===== config.mk =====
export PLATFORM = sky130hd
export DESIGN_NAME = gray_updown_ctr
export DESIGN_NICKNAME = d
export VERILOG_FILES = /design/src/rtl/gray_ctr_pkg.sv /design/src/rtl/gray_ctr_parity.sv /design/src/rtl/gray_ctr_cell.sv /design/src/rtl/gray_updown_ctr.sv
export SDC_FILE = /design/constraint.sdc
export NUM_CORES = 1
export LEC_CHECK = 0
export ABC_CLOCK_PERIOD_IN_PS = 2070
export BUFFER_PORTS_ARGS = -buffer_cell sky130_fd_sc_hd__buf_4
export CAP_MARGIN = 20
export CORE_AREA = 2 2 39 41
export CTS_CLUSTER_SIZE = 28
export DETAILED_ROUTE_END_ITERATION = 16
export DIE_AREA = 0 0 41 43
export GPL_ROUTABILITY_DRIVEN = 0
export GPL_TIMING_DRIVEN = 0
export SYNTH_ARGS = -nofsm -noshare
export SYNTH_HDL_FRONTEND = slang
export SYNTH_HIERARCHICAL = 1
export SYNTH_SLANG_ARGS = --single-unit

===== constraint.sdc =====
create_clock -name clk -period 2.07 [get_ports clk]
set_clock_uncertainty 0.2 [all_clocks]
set_input_delay 0.1035 -clock clk [delete_from_list [all_inputs] [get_ports clk]]
set_output_delay 0.1035 -clock clk [all_outputs]
set_load 0.03 [all_outputs]

===== src/rtl/gray_ctr_pkg.sv =====
package gray_ctr_pkg;

    typedef enum logic [0:0] {
        DIR_DOWN = 1'b0,
        DIR_UP   = 1'b1
    } dir_e;

endpackage


===== src/rtl/gray_ctr_parity.sv =====
module gray_ctr_parity #(
    parameter int N             = 4,
    parameter bit PAR_FROM_FLOP = 1'b1
) (
    input  logic         clk,
    input  logic         rst,
    input  logic         en_i,
    input  logic [N-1:0] q_i,
    output logic         par_o
);

    if (PAR_FROM_FLOP) begin : g_flop
        logic par_q;
        logic unused_q;

        // All-zero reset word has even parity; each step flips it.
        always_ff @(posedge clk or posedge rst) begin
            if (rst) begin
                par_q <= 1'b0;
            end else if (en_i) begin
                par_q <= ~par_q;
            end
        end

        assign par_o    = par_q;
        assign unused_q = ^q_i;
    end else begin : g_xor
        logic unused_ctl;

        assign par_o      = ^q_i;
        assign unused_ctl = clk ^ rst ^ en_i;
    end

endmodule


===== src/rtl/gray_ctr_cell.sv =====
module gray_ctr_cell
    import gray_ctr_pkg::*;
#(
    parameter bit LSB_CELL = 1'b0
) (
    input  logic clk,
    input  logic rst,
    input  logic en_i,
    input  dir_e dir_i,
    input  logic par_i,
    input  logic q_low_i,
    input  logic z_low_i,
    output logic q_o,
    output logic z_o
);

    logic par_ok;
    logic flip;

    // The lowest cell reacts to the opposite parity sense from the others.
    always_comb begin
        unique case (dir_i)
            DIR_UP:   par_ok = LSB_CELL ? ~par_i : par_i;
            DIR_DOWN: par_ok = LSB_CELL ? par_i : ~par_i;
        endcase
    end

    assign flip = en_i & q_low_i & z_low_i & par_ok;

    always_ff @(posedge clk or posedge rst) begin
        if (rst) begin
            q_o <= 1'b0;
        end else if (flip) begin
            q_o <= ~q_o;
        end
    end

    assign z_o = z_low_i & ~q_low_i;

endmodule


===== src/rtl/gray_updown_ctr.sv =====
module gray_updown_ctr
    import gray_ctr_pkg::*;
#(
    parameter int N             = 4,
    parameter bit PAR_FROM_FLOP = 1'b1
) (
    input  logic         clk,
    input  logic         rst,
    input  logic         en_i,
    input  logic         up_i,
    output logic [N-1:0] gray_o
);

    localparam int MSB = N - 1;

    dir_e         dir;
    logic         par_w;
    logic [N-1:0] q;
    logic [N-1:0] zc;
    logic         unused_zc;

    assign dir = up_i ? DIR_UP : DIR_DOWN;

    gray_ctr_parity #(
        .N             (N),
        .PAR_FROM_FLOP (PAR_FROM_FLOP)
    ) u_par (
        .clk   (clk),
        .rst   (rst),
        .en_i  (en_i),
        .q_i   (q),
        .par_o (par_w)
    );

    for (genvar i = 0; i < N; i++) begin : g_cell
        logic q_low;
        logic z_low;

        if (i == 0) begin : g_edge0
            assign q_low = 1'b1;
            assign z_low = 1'b1;
        end else if (i == MSB) begin : g_top
            assign q_low = 1'b1;
            assign z_low = (i == 1) ? 1'b1 : zc[i-1];
        end else if (i == 1) begin : g_edge1
            assign q_low = q[0];
            assign z_low = 1'b1;
        end else begin : g_mid
            assign q_low = q[i-1];
            assign z_low = zc[i-1];
        end

        gray_ctr_cell #(
            .LSB_CELL (i == 0)
        ) u_cell (
            .clk     (clk),
            .rst     (rst),
            .en_i    (en_i),
            .dir_i   (dir),
            .par_i   (par_w),
            .q_low_i (q_low),
            .z_low_i (z_low),
            .q_o     (q[i]),
            .z_o     (zc[i])
        );
    end

    assign unused_zc = zc[0] & zc[MSB];
    assign gray_o    = q;

endmodule


Word level (Yosys, flattened, before mapping)

Index checks and enable logic that the tools add are counted.

Muxes and demuxes: 3
Bitwise logic cells: 15

Operators with widths:

| cell                            | number |
|---|---|
| AND 1 bit                       | 9 |
| inverter 1 bit                  | 6 |
| case mux 1 bit (2 select lines) | 2 |
| two-way mux 1 bit               | 1 |

Output and inout port bits: 4
Register bits after elaboration: 5
Bits of input ports: 4

Longest topological paths before layout

Word-level depth: 4
Depth in mapped cells: 4

Cells and area by module

Netlist, hierarchy kept.

Modules (own cells, without submodules):

| module          | times used | cells an instance | sequential area each (um^2) | area an instance (um^2) |
|---|---|---|---|---|
| gray_ctr_cell   | 4          | 6                 | 25.0                        | 58.8 |
| gray_ctr_parity | 1          | 3                 | 25.0                        | 37.5 |
| gray_updown_ctr | 1          | 3                 | 0.0                         | 18.8 |

Worst setup path before layout

Ideal clock, no wire load.

Path kind: register to register
Start: register g_cell[0].u_cell.q_o
End: register g_cell[3].u_cell.q_o
Stages on the path, launching flop included: 5
Library setup time: 0.133 ns
Required time: 1.737 ns
Path slack: 0.846 ns
Data arrival time: 0.891 ns
Path buffers: 0
Cell sequence: dfrtp_1 > nor2b_1 > nor2b_1 > nand4_1 > xnor2_1

Longest elaborated chain between the ends: 4

Ends and longest elaborated chain:

| element                   | line                  | RTL |
|---|---|---|
| start, declared           | gray_ctr_cell.sv:13   | `output logic q_o,` |
| start signal, assigned    | gray_ctr_cell.sv:34   | `q_o <= ~q_o;` |
| inverter 1 bit            | gray_ctr_cell.sv:38   | `assign z_o = z_low_i & ~q_low_i;` |
| named net g_cell[2].z_low | gray_updown_ctr.sv:37 | `logic z_low;` |
| AND 1 bit                 | gray_ctr_cell.sv:38   |  |
| named net g_cell[3].z_low | gray_updown_ctr.sv:37 |  |
| AND 1 bit (2 in a row)    | gray_ctr_cell.sv:28   | `assign flip = en_i & q_low_i & z_low_i & par_ok;` |
| end signal, assigned      | gray_ctr_cell.sv:34   |  |
| end, declared             | gray_ctr_cell.sv:13   |  |

The timed path passes the listed nets, and every way through them passes these cells.
A chain may end at the register's enable or synchronous reset.

Worst setup path in the final report

Start: register g_cell[0].u_cell.q_o
End: output port gray_o[0]

RTL lines:

| element       | line                  | RTL |
|---|---|---|
| end, declared | gray_updown_ctr.sv:11 | `output logic [N-1:0] gray_o` |

No word-level cell between the ends.

==> flow_summary_export.csv <==
group,metric,value,unit
timing,finalMaxSlewViolations,0,
clock_network,skew_pair_late_insertion_delay,0.24,ns
timing,final-setup-viol-count,0,
die,fp.coreArea,1384,µm²
clock_network,cts.path.max_buffers,2,
worst_setup_path,timing.reg2reg.setup_slack,0.81,ns
clock_network,tritoncts,"done",
final_layout,post_route_cells_drive_above_1_share,0.2667,
detailed_routing,ant_nets,0,
power,report.power.total,0.6018,mW
synthesis,syn_area,279.0,µm²
die,effective_utilization_at_floorplan,0.2016,
worst_setup_path,crit_path_max_incr_delay,0.41,ns
global_routing,grt_overflow,0,
min_path,holdCritPathClass,"in2reg",
die,dieWidth,41,µm
detailed_routing,avgRoutedWirePerCell,8.082,µm
timing,max_clock_freq,794.3,MHz
global_routing,global_route.usage.total,0.07638,
die,pin_count,8,
worst_setup_path,worstPathMaxFanout,4,
detailed_routing,drt_pass1_iterations,2,
global_routing,grt_pass1_wl,834,µm
final_layout,areaGrowthSynthToFinish,47.98,%
power,power-per-cell-area,1457,nW/µm²
worst_setup_path,setup.worst_path.class,"reg2out",
timing,min_period_over_period,0.6082,
global_routing,grt_start_max_net_pins,6,
timing,fin_tns_setup,0,ns
worst_setup_path,path_cells,"buf_4 -> buf_4",
synthesis,syn_area_per_cell,9.965,µm²
worst_setup_path,worst_path_max_delay_cell,"sky130_fd_sc_hd__dfrtp_1",
timing,final_period_minus_worst_setup_slack,1.259,ns
clock_network,clock_sinks,5,
detailed_routing,finalWirelength,493,µm
clock_network,cts_setup_buffers,0,
final_layout,nets,50,
clock_network,cts.root.buffer_cell,"sky130_fd_sc_hd__clkbuf_4",
clock_network,numCtsBuffers,3,
final_layout,antenna-diode-count,0,
detailed_routing,drt_drc_violations_left,0,
worst_setup_path,crit_path_frequent_cell,"sky130_fd_sc_hd__buf_4",
final_layout,final_core_util,0.2984,
worst_setup_path,crit_required,1.77,ns
detailed_routing,vias,219,
timing,report.final.hold_viol_count,0,
final_layout,final_cell_mix,"9 x sky130_fd_sc_hd__buf_4, 7 x sky130_fd_sc_hd__xnor2_1, 5 x sky130_fd_sc_hd__conb_1, 5 x sky130_fd_sc_hd__inv_1, 5 x sky130_fd_sc_hd__dfrtp_1",
timing,minimum_hold_slack,0.04816,ns
power,p_leak,0.2009,nW
clock_network,clkTransAtPathRegs,0.05,ns
synthesis,synthesis.yosys.warnings,6,
global_routing,grt_pass1_vias,213,
synthesis,cell_count_after_synthesis,28,
detailed_routing,first_iter_violations,1,
worst_setup_path,critPathBufInv,2,
final_layout,mostFrequentLayoutCell,"sky130_fd_sc_hd__buf_4",
die,die_h,43,µm
job,max_cap_violations,0,
power,worst_ir_drop_vdd,0.0005165,V
worst_setup_path,setup.worst_path.end_class,"primary output",
die,placement_rows,14,
worst_setup_path,cp-start-kind,"flop",
status,result_of_the_run,"completed",
worst_setup_path,worst_path_dominant_cell_family,"flip-flops",
clock_network,cts.htree.levels,1,
timing,grt_setup_unrepaired,"false",
global_routing,grt_antenna_before_repair,0,
worst_setup_path,worst_ep_arrival_time,0.96,ns
timing,setup_slack,0.8111,ns
die,die_area,1763,µm²
placed_design,place_hpwl,367.1,µm
placed_design,preCtsSetupSlack,0.8098,ns
placed_design,place.port_buffers,7,
detailed_routing,drt-vias-per-instance,3.590,
-- cell type report --
| class | instances | area (µm²) |
|---|---|---|
| Buffer | 2 | 15.01 |
| Multi-Input combinational cell | 20 | 135.1 |
| Timing Repair Buffer | 9 | 72.57 |
| Inverter | 5 | 18.77 |
| Clock buffer | 4 | 26.28 |
| Sequential cell | 5 | 125.1 |
| Fill cell | 152 | 970.9 |
| Tap cell | 16 | 20.02 |
-- worst min-delay path, stage by stage --
cell and delay (ns):
sky130_fd_sc_hd__buf_4 0.12, sky130_fd_sc_hd__xnor2_1 0.07, sky130_fd_sc_hd__nand4_1 0.10, sky130_fd_sc_hd__xnor2_1 0.06
-- path summary, 6_finish.rpt --
kind                                      start              endpoint  depth (start not counted)
min in group asynchronous                   rst  g_cell[0].u_cell/q_o                          3
setup / recovery           g_cell[0].u_cell/q_o             gray_o[0]                          2
hold reg to reg            g_cell[2].u_cell/q_o  g_cell[2].u_cell/q_o                          1
hold / removal                             up_i  g_cell[2].u_cell/q_o                          4
setup reg to reg           g_cell[0].u_cell/q_o  g_cell[3].u_cell/q_o                          4
max in group asynchronous                   rst  g_cell[3].u_cell/q_o                          3
-- through the flow --
stage | cell area [µm²] | instances
finish | 412.9 | 61
global route | 412.9 | 61
CTS | 412.9 | 61
detailed placement | 366.6 | 55
global placement | 366.6 | 55
floorplan | 294.0 | 32
-- per-layer routing --
layer  share of wire  global-route usage
met1            0.47             0.09032
met2            0.43             0.09375
met3           0.079             0.03141
met4           0.014             0.08000
met5               0                   0
-- power breakdown --
part           leakage (nW)  total, mW  switching (mW)  internal, mW
registers            0.0595      0.208          0.0590         0.149
logic                 0.126      0.280           0.137         0.142
clock network        0.0150      0.115          0.0417        0.0730
total                 0.201      0.602           0.238         0.364
-- registers in the layout, summed over array words and instances (netlist names) --
signal / cells
g_cell.u_cell/q_o: 4
u_par/par_o: 1
-- timing repair --
| item | in CTS | in global routing |
|---|---|---|
| hold buffers | 2 | 0 |
| endpoints found under the hold margin | 9 | 0 |
| resized for setup | 0 | 0 |
(Power assumes the default switching activity.)
